===== src/rtl/fhl_pkg.sv =====
package fhl_pkg;

  typedef enum logic [1:0] {
    PUSH_IDLE  = 2'd0,
    PUSH_SHIFT = 2'd1,
    PUSH_MARK  = 2'd2
  } push_state_e;

  // Length of the low phase of a self-paced clock period.
  function automatic int unsigned low_phase(input int unsigned bit_cycles);
    return bit_cycles / 2;
  endfunction

  // Clock level for a given position inside a bit period.
  function automatic logic clk_level(input int unsigned pos, input int unsigned bit_cycles);
    return (pos >= low_phase(bit_cycles)) ? 1'b1 : 1'b0;
  endfunction

endpackage


===== src/rtl/fhl_edge_sync.sv =====
module fhl_edge_sync #(
  parameter int STAGES = 2
) (
  input  logic clk,
  input  logic rst_n,
  input  logic async_i,
  output logic rise_o
);
  logic [STAGES-1:0] sync_q;
  logic              prev_q;

  always_ff @(posedge clk or negedge rst_n) begin
    if (!rst_n) begin
      sync_q <= '0;
      prev_q <= 1'b0;
    end else begin
      sync_q <= {sync_q[STAGES-2:0], async_i};
      prev_q <= sync_q[STAGES-1];
    end
  end

  assign rise_o = sync_q[STAGES-1] & ~prev_q;

endmodule


===== src/rtl/fhl_push_tx.sv =====
module fhl_push_tx
  import fhl_pkg::*;
#(
  parameter int WORD_W     = 8,
  parameter int BIT_CYCLES = 16,
  parameter int DR_CYCLES  = 8
) (
  input  logic              clk,
  input  logic              rst_n,
  input  logic              en_i,
  input  logic              load_i,
  input  logic [WORD_W-1:0] word_i,
  output logic              data_o,
  output logic              dclk_o,
  output logic              dr_n_o,
  output logic              busy_o,
  output logic              drop_o
);
  localparam int CNT_W = (BIT_CYCLES > 1) ? $clog2(BIT_CYCLES) : 1;
  localparam int IDX_W = (WORD_W > 1) ? $clog2(WORD_W) : 1;
  localparam int MK_W  = (DR_CYCLES > 1) ? $clog2(DR_CYCLES) : 1;
  localparam logic [CNT_W-1:0] CNT_LAST = CNT_W'(BIT_CYCLES - 1);
  localparam logic [IDX_W-1:0] IDX_LAST = IDX_W'(WORD_W - 1);
  localparam logic [MK_W-1:0]  MK_LAST  = MK_W'(DR_CYCLES - 1);

  push_state_e       state_q;
  logic [CNT_W-1:0]  cnt_q;
  logic [IDX_W-1:0]  idx_q;
  logic [MK_W-1:0]   mk_q;
  logic [WORD_W-1:0] sh_q;
  logic              drop_q;

  // named internal events
  logic bit_end;
  logic word_end;
  assign bit_end  = (state_q == PUSH_SHIFT) && (cnt_q == CNT_LAST);
  assign word_end = bit_end && (idx_q == IDX_LAST);

  always_ff @(posedge clk or negedge rst_n) begin
    if (!rst_n) begin
      state_q <= PUSH_IDLE;
      cnt_q   <= '0;
      idx_q   <= '0;
      mk_q    <= '0;
      sh_q    <= '1;
      drop_q  <= 1'b0;
    end else begin
      drop_q <= en_i && load_i && (state_q != PUSH_IDLE);
      if (!en_i) begin
        state_q <= PUSH_IDLE;
      end else begin
        case (state_q)
          PUSH_IDLE: begin
            if (load_i) begin
              state_q <= PUSH_SHIFT;
              sh_q    <= word_i;
              cnt_q   <= '0;
              idx_q   <= '0;
            end
          end
          PUSH_SHIFT: begin
            if (bit_end) begin
              cnt_q <= '0;
              sh_q  <= sh_q >> 1;
              if (word_end) begin
                state_q <= PUSH_MARK;
                mk_q    <= '0;
              end else begin
                idx_q <= idx_q + 1'b1;
              end
            end else begin
              cnt_q <= cnt_q + 1'b1;
            end
          end
          PUSH_MARK: begin
            if (mk_q == MK_LAST) state_q <= PUSH_IDLE;
            else                 mk_q    <= mk_q + 1'b1;
          end
          default: state_q <= PUSH_IDLE;
        endcase
      end
    end
  end

  assign data_o = (state_q == PUSH_SHIFT) ? sh_q[0] : 1'b1;
  assign dclk_o = (state_q == PUSH_SHIFT) && clk_level(int'(cnt_q), BIT_CYCLES);
  assign dr_n_o = (state_q != PUSH_MARK);
  assign busy_o = (state_q != PUSH_IDLE);
  assign drop_o = drop_q;

  AST_DATA_STABLE_HIGH: assert property (@(posedge clk) disable iff (!rst_n)
    (dclk_o && $past(dclk_o)) |-> $stable(data_o));

  AST_MARK_AFTER_CLOCK: assert property (@(posedge clk) disable iff (!rst_n)
    $fell(dr_n_o) |-> $past(dclk_o));

  AST_DROP_WHILE_BUSY: assert property (@(posedge clk) disable iff (!rst_n)
    drop_o |-> $past(busy_o));

endmodule


===== src/rtl/fhl_pull_tx.sv =====
module fhl_pull_tx #(
  parameter int WORD_W = 8
) (
  input  logic              clk,
  input  logic              rst_n,
  input  logic              en_i,
  input  logic              load_i,
  input  logic [WORD_W-1:0] word_i,
  input  logic              rise_i,
  output logic              data_o,
  output logic              dr_n_o,
  output logic              busy_o,
  output logic              ovr_o
);
  localparam int IDX_W = (WORD_W > 1) ? $clog2(WORD_W) : 1;
  localparam logic [IDX_W-1:0] IDX_LAST = IDX_W'(WORD_W - 1);

  logic              pend_q;
  logic              rearm_q;
  logic [IDX_W-1:0]  idx_q;
  logic [WORD_W-1:0] sh_q;
  logic              ovr_q;

  // named internal events
  logic take_edge;
  logic overwrite;
  assign take_edge = pend_q && rise_i;
  assign overwrite = load_i && (pend_q || rearm_q);

  always_ff @(posedge clk or negedge rst_n) begin
    if (!rst_n) begin
      pend_q  <= 1'b0;
      rearm_q <= 1'b0;
      idx_q   <= '0;
      sh_q    <= '1;
      ovr_q   <= 1'b0;
    end else begin
      ovr_q <= en_i && overwrite;
      if (!en_i) begin
        pend_q  <= 1'b0;
        rearm_q <= 1'b0;
      end else if (load_i) begin
        sh_q    <= word_i;
        idx_q   <= '0;
        pend_q  <= !overwrite;
        rearm_q <= overwrite;
      end else if (rearm_q) begin
        rearm_q <= 1'b0;
        pend_q  <= 1'b1;
      end else if (take_edge) begin
        if (idx_q == IDX_LAST) begin
          pend_q <= 1'b0;
        end else begin
          idx_q <= idx_q + 1'b1;
          sh_q  <= sh_q >> 1;
        end
      end
    end
  end

  assign data_o = (pend_q || rearm_q) ? sh_q[0] : 1'b1;
  assign dr_n_o = !pend_q;
  assign busy_o = pend_q || rearm_q;
  assign ovr_o  = ovr_q;

  AST_HOLD_BETWEEN_EDGES: assert property (@(posedge clk) disable iff (!rst_n)
    (en_i && pend_q && !rise_i && !load_i) |=> $stable(data_o));

  AST_READY_RISE_CAUSE: assert property (@(posedge clk) disable iff (!rst_n)
    $rose(dr_n_o) |-> ($past(rise_i) || $past(load_i) || $past(!en_i)));

  AST_OVR_ONLY_PENDING: assert property (@(posedge clk) disable iff (!rst_n)
    ovr_o |-> $past(busy_o));

  AST_REARM_ONE_CYCLE: assert property (@(posedge clk) disable iff (!rst_n)
    (en_i && rearm_q && !load_i) |=> !dr_n_o);

endmodule


===== src/rtl/fsk_host_link.sv =====
module fsk_host_link
  import fhl_pkg::*;
#(
  parameter int WORD_W      = 8,
  parameter int BIT_CYCLES  = 16,
  parameter int DR_CYCLES   = 8,
  parameter int SYNC_STAGES = 2
) (
  input  logic              clk,
  input  logic              rst_n,
  input  logic              mode_sel_i,
  input  logic              pwr_down_i,
  input  logic              byte_vld_i,
  input  logic [WORD_W-1:0] byte_i,
  input  logic              dclk_i,
  output logic              dclk_o,
  output logic              dclk_oe_o,
  output logic              data_o,
  output logic              dr_n_o,
  output logic              overrun_o
);
  logic push_en, pull_en;
  logic push_data, push_dclk, push_dr_n, push_busy, push_drop;
  logic pull_data, pull_dr_n, pull_busy, pull_ovr;
  logic host_rise;

  assign push_en = !pwr_down_i && !mode_sel_i;
  assign pull_en = !pwr_down_i &&  mode_sel_i;

  fhl_edge_sync #(.STAGES(SYNC_STAGES)) u_sync (
    .clk     (clk),
    .rst_n   (rst_n),
    .async_i (dclk_i),
    .rise_o  (host_rise)
  );

  fhl_push_tx #(
    .WORD_W     (WORD_W),
    .BIT_CYCLES (BIT_CYCLES),
    .DR_CYCLES  (DR_CYCLES)
  ) u_push (
    .clk    (clk),
    .rst_n  (rst_n),
    .en_i   (push_en),
    .load_i (byte_vld_i),
    .word_i (byte_i),
    .data_o (push_data),
    .dclk_o (push_dclk),
    .dr_n_o (push_dr_n),
    .busy_o (push_busy),
    .drop_o (push_drop)
  );

  fhl_pull_tx #(.WORD_W(WORD_W)) u_pull (
    .clk    (clk),
    .rst_n  (rst_n),
    .en_i   (pull_en),
    .load_i (byte_vld_i),
    .word_i (byte_i),
    .rise_i (host_rise),
    .data_o (pull_data),
    .dr_n_o (pull_dr_n),
    .busy_o (pull_busy),
    .ovr_o  (pull_ovr)
  );

  assign dclk_oe_o = !mode_sel_i;
  assign dclk_o    = push_en && push_dclk;
  assign data_o    = pwr_down_i ? 1'b1 : (mode_sel_i ? pull_data : push_data);
  assign dr_n_o    = pwr_down_i ? 1'b1 : (mode_sel_i ? pull_dr_n : push_dr_n);
  assign overrun_o = push_drop || pull_ovr;

  AST_HOST_MODE_NO_PUSH: assert property (@(posedge clk) disable iff (!rst_n)
    ($past(mode_sel_i) && mode_sel_i) |-> !push_busy);

  AST_PWDN_EMPTY: assert property (@(posedge clk) disable iff (!rst_n)
    ($past(pwr_down_i) && pwr_down_i) |-> (!push_busy && !pull_busy));

  AST_ONE_LOSS_SOURCE: assert property (@(posedge clk) disable iff (!rst_n)
    $onehot0({push_drop, pull_ovr}));

endmodule


===== config.mk =====
export PLATFORM = sky130hd
export DESIGN_NAME = fsk_host_link
export DESIGN_NICKNAME = d
export VERILOG_FILES = /design/src/rtl/fhl_pkg.sv /design/src/rtl/fhl_edge_sync.sv /design/src/rtl/fhl_push_tx.sv /design/src/rtl/fhl_pull_tx.sv /design/src/rtl/fsk_host_link.sv
export SDC_FILE = /design/constraint.sdc
export NUM_CORES = 1
export LEC_CHECK = 0
export ABC_AREA = 0
export BUFFER_PORTS_ARGS = -buffer_cell sky130_fd_sc_hd__buf_2
export CORE_MARGIN = 2
export CORE_UTILIZATION = 45
export DETAILED_ROUTE_END_ITERATION = 8
export PLACE_DENSITY = 0.73
export SYNTH_ARGS = -nofsm -noshare
export SYNTH_HDL_FRONTEND = slang
export SYNTH_SLANG_ARGS = --single-unit

===== constraint.sdc =====
create_clock -name clk -period 4.3 [get_ports clk]
set_input_delay 0.215 -clock clk [delete_from_list [all_inputs] [get_ports clk]]
set_output_delay 0.215 -clock clk [all_outputs]
set_load 0.01 [all_outputs]

## Yosys cells after proc, flatten, opt, wreduce, memory -nomap -nowiden

Cells that the tools add are included.

- $add $sub $neg: 4
- $lt $le $gt $ge: 1
- Equal/unequal tests: 20
- Muxes and demuxes: 42
- Bitwise logic cells: 2
- Reductions and logical operators: 29

Operators with widths:

| cell | count |
|---|---|
| two-way mux 8 bit | 6 |
| two-way mux 3 bit | 10 |
| case mux 8 bit (2 select lines) | 1 |
| two-way mux 1 bit | 14 |
| inequality test 2 bit, second input constant | 6 |
| case mux 3 bit (2 select lines) | 2 |
| AND reduction 4 bit | 3 |
| logical AND 1 bit | 11 |
| two-way mux 2 bit | 5 |
| AND reduction 5 bit | 2 |
| adder 3 x 1 -> 3 bit, second input constant | 3 |
| equality test 3 bit, second input constant | 3 |
| inequality test 3 x 2 -> 1 bit, second input constant | 3 |
| two-way mux 4 bit | 2 |
| inequality test 4 bit, second input constant | 2 |
| case mux 4 bit (2 select lines) | 1 |
| nonzero test 2 bit | 4 |
| case mux 2 bit (3 select lines) | 1 |
| adder 4 x 1 -> 4 bit, second input constant | 1 |
| equality test 4 bit, second input constant | 1 |
| greater-or-equal comparator 4 bit, second input constant | 1 |
| zero test 1 bit | 4 |
| inequality test 2 x 1 -> 1 bit, second input constant | 2 |
| inequality test 3 bit, second input constant | 1 |
| 8 further kinds | 9 |

- Register bits: 38
- Output and inout bits: 5

## Longest topological paths before layout

- Word-level depth: 7
- Mapped depth: 7
- Depth with buffers taken out: 6

## Cells and area by module

A second synthesis with hierarchy kept.

- Cells, all modules: 188
- Area total of the unflattened synthesis: 1,911.8 µm²

By module, submodules not included:

| module | times used | cells an instance | area an instance (µm²) | sequential area each (µm²) |
|---|---|---|---|---|
| fhl_push_tx | 1 | 108 | 1,072.3 | 535.5 |
| fhl_pull_tx | 1 | 67 | 695.7 | 335.3 |
| fhl_edge_sync | 1 | 4 | 88.8 | 75.1 |
| fsk_host_link | 1 | 9 | 55.1 | 0.0 |

## Worst setup path after synthesis

OpenSTA, ideal clock, no wires.

- Path type: reg-to-reg
- From: register u_push.mk_q[0]
- To: register u_push.mk_q[1]
- Library setup time: 0.121 ns
- Arrival: 1.428 ns
- Data required time: 4.179 ns
- Path slack: 2.751 ns
- Cell stages (with the launch flop): 6
- Buffers on the path: 0
- Clock period less this slack: 1.549 ns
- Path through: dfrtp_1 -> ha_1 -> ha_1 -> nor4b_2 -> o2bb2ai_1 -> a22o_1

- Longest elaborated chain between the ends: 3
- Elaborated cells on any way between the ends: 6
- Those cells by class: 1 x add/sub; 2 x eq/ne; 2 x mux; 1 x reduce/logical

Ends and longest elaborated chain:

| element | RTL line | RTL |
|---|---|---|
| start, declared | fhl_push_tx.sv:29 | `logic [MK_W-1:0] mk_q;` |
| start signal, assigned | fhl_push_tx.sv:77 | `else mk_q <= mk_q + 1'b1;` |
| adder 3 x 1 -> 3 bit or equality test 3 bit (tied branches) | fhl_push_tx.sv:77, fhl_push_tx.sv:76 |  |
| two-way mux 3 bit or inequality test 2 bit (tied branches) | n/a |  |
| case mux 3 bit (2 select lines) or AND reduction 5 bit (tied branches) | n/a |  |

Several ways; a longest one is shown, not always the timed one. The select of a mux whose other input is x is not followed.
A chain may end at the register's enable or synchronous reset.

## Final worst setup path

- From: register u_push.state_q[1]
- To: output dclk_o

- Longest elaborated chain between the ends: 3

Ends and longest elaborated chain:

| element | RTL line | RTL |
|---|---|---|
| start, declared | fhl_push_tx.sv:26 | `push_state_e state_q;` |
| start signal, assigned | fhl_push_tx.sv:41 | `state_q <= PUSH_IDLE;` |
| start signal, assigned | fhl_push_tx.sv:50 | `state_q <= PUSH_IDLE;` |
| start signal, assigned | fhl_push_tx.sv:55 | `state_q <= PUSH_SHIFT;` |
| equality test 2 x 1 -> 1 bit | fhl_push_tx.sv:86 | `assign dclk_o = (state_q == PUSH_SHIFT) && clk_level(int'(cnt_q), BIT_CYCLES);` |
| logical AND 1 bit | fhl_push_tx.sv:86 |  |
| logical AND 1 bit | fsk_host_link.sv:68 | `assign dclk_o = push_en && push_dclk;` |
| end, declared | fsk_host_link.sv:16 | `output logic dclk_o,` |

Every way passes these cells.

==> metrics.cfg <==
[run_status]
outcome=finished, final reports clean

[hold_path]
hold_path_class=in2async

[floorplan]
start_util_pct=47.63
die_h_um=66.95
die-area_um2=4482
dieWidth_um=66.95
pin_count=19
coreArea_um2=3744
rows=22

[grt]
grt_pass1_wl_um=6023
grt-ovfl-total=0
track_usage_pct=17.96
grt_max_degree=38
grt_pass1_vias=1333
antenna_found_initial=0

[worst_setup_path]
r2r_cells=4
critical_path_class=reg2out
arrival_ns=1.65
cp.required_ns=4.09
cp.buffers_inverters=1
cp.depth=3
critPathSlowestCell=and2b_1
endpoint_kind=primary output
worstPathMaxFanout=15
cp_cell_sequence=and2b_1, and3_1, buf_2
crit_family=simple AND/OR/NAND/NOR gates
startpoint_type=flop
critPathMaxStageDelay_ns=0.56

[clock_network]
cts_setup_buffers=0
cts.clk_slew.worst_paths_ns=0.07
cts.sinks=37
cts_resized=0
root_buffer=clkbuf_8
cts_tree=yes
cts_buffer_depth=2
hold_buffers=0
clock_latency_ns=0.28
cts.htree.levels=2
cts_buffers=5

[finish]
multiInputGateArea_um2=789.5
nFillCells=359
mostFrequentLayoutCells=dfrtp_1, buf_2, dfstp_2
final_common_cell=dfrtp_1
syn_to_final_growth_pct=12.70
diodes=0
postLayoutCoreUtil_pct=53.68
drive_above_1_share_pct=30.94
ff_latch_area_um2=945.9
fin_nets=202

[pwr]
intPower_mw=0.5935
pwr-share-comb_pct=12.5
powerDensity_nw_per_um2=392.1
switchingPower_mw=0.1945
leakagePower_nw=0.8869
pwr-share-clk_pct=31.5
p_seq_share_pct=56.1
netSwitchingFraction_pct=24.68
peakVddDrop_mv=0.2145

[sta]
report.final.slew_viol_count=0
tns_ns=0
rsz0062_at_grt=false
timing.slew.headroom_pct=43.97
setup_viol=0
period_needed_ns=1.863
worst_pin_slew_ns=0.8387
min_period_over_period_pct=43.32
fmaxAchievable_ghz=0.5368
skew_ns=0.001001
timing.final.hold_violations=0

[drt]
wirelength_um=3505
via_count=1331
viasPerCell=5.812
post-route-drc-count=0
drtPass1Iterations=4
initialDrtViolationCount=98
wl_per_cell_um=15.31
ant_nets=0

[synthesis]
ys_ff_latch=37
syn_area_um2=1783
postSynthCellCount=159
yosysUniqueCellTypes=38
syn_avg_cell_area_um2=11.21
synthTopCellsByArea=dfrtp_1, dfstp_2, ha_1, o221a_2, a2bb2oi_1
ys_seq_area_share_pct=53.05
synth_area_leader_cell=dfrtp_1
yosys_warnings=0
synth_top_cell_area_share_pct=29.47
syn_nets=181

[placed_design]
dpl.hpwl_um=2542
port_buffers=18
place.gp.congestion=0.7756

[flow_run]
maxCapViolations=0

## flip-flops by register name, summed over array words and instances, names as in the netlist, 2 cells and up
name and count:
u_push.cnt_q 4, u_push.mk_q 3, u_pull.idx_q 3, u_sync.sync_q 2, u_push.idx_q 3, u_push.state_q 2, u_push.sh_q 8, u_pull.sh_q 8
## final timing paths
kind                                                from                     endpoint  slack (ns)
hold / removal                                     rst_n    u_pull.pend_q$_DFFE_PN0P_        0.01
hold reg to reg               u_sync.sync_q[0]$_DFF_PN0_   u_sync.sync_q[1]$_DFF_PN0_        0.36
setup / recovery           u_push.state_q[1]$_DFFE_PN0P_                       dclk_o        2.44
max in group asynchronous                          rst_n  u_push.cnt_q[3]$_DFFE_PN0P_        3.80
min in group clk                                  dclk_i   u_sync.sync_q[0]$_DFF_PN0_        0.03
setup reg to reg           u_push.state_q[1]$_DFFE_PN0P_  u_push.idx_q[0]$_DFFE_PN0P_        2.53
## synthesized netlist by cell type
library cell / number
a32o_1: 2
mux2_2: 1
a211oi_1: 1
a21o_1: 1
o31ai_1: 1
nor3b_1: 1
a31oi_1: 2
o221a_2: 7
a21boi_0: 1
a22o_1: 4
clkbuf_1: 3
nand3b_1: 8
nand3_1: 8
inv_1: 7
dfstp_2: 16
or3_4: 1
nand2b_1: 1
nand4_1: 1
a21oi_4: 1
nor2b_1: 1
nor2_1: 12
a2bb2oi_1: 7
and2_1: 1
and4bb_1: 1
o22ai_1: 7
o21ai_0: 9
buf_2: 2
ha_1: 8
or2_2: 3
nand2_1: 7
or2_4: 1
nor4b_2: 1
and3_1: 3
o2bb2ai_1: 1
dfrtp_1: 21
nor3_1: 3
a21oi_1: 3
and2b_1: 1
## power groups by stage
| stage | clock network, mW | logic (mW) | registers (mW) |
|---|---|---|---|
| after floorplan | 0 | 0.0710 | 0.437 |
| final | 0.248 | 0.0982 | 0.442 |
| after global routing | 0.273 | 0.111 | 0.447 |
| after CTS | 0.253 | 0.100 | 0.441 |
| after detailed placement | 0 | 0.100 | 0.446 |
| after global placement | 0 | 0.0940 | 0.444 |
## per-stage QoR
stage / hold WS (ns) / worst slack (ns) / instances / power, mW / cell area, um^2
after detailed placement: 0.3264 / 2.413 / 221 / 0.5464 / 1919
final: 0.01118 / 2.437 / 229 / 0.7879 / 2009
after global placement: 0.3228 / 2.514 / 221 / 0.5384 / 1919
after floorplan: -0.08059 / 2.751 / 159 / 0.5082 / 1783
after global routing: 0.01624 / 2.348 / 229 / 0.8308 / 2009
after CTS: 0.03033 / 2.431 / 229 / 0.7945 / 2009
## logic make-up after synthesis
kind of cell	count (synthesis)	synth area share [%]
simple gates	54	17.47
fa+ha+maj	8	5.614
mux	1	0.6315
buf+inv	12	2.667
flops	37	53.05
compound gates	47	20.56
## layer usage
layer  up-vias  share of wire, %  track usage, %
met5         -                 0               0
met4         0               2.6           6.633
met3        13               3.9           5.743
met2        29                48           28.50
met1       651                46           22.83
li1        638                 -               -
## layout make-up
cell class	instances	share of cell area, %
Tap cell	48	2.989
Inverter	7	1.308
Timing Repair Buffer	19	4.857
Clock buffer	8	4.483
Sequential cell	37	47.07
Multi-Input combinational cell	110	39.29
Note: power is estimated with default switching activity, not from simulation.
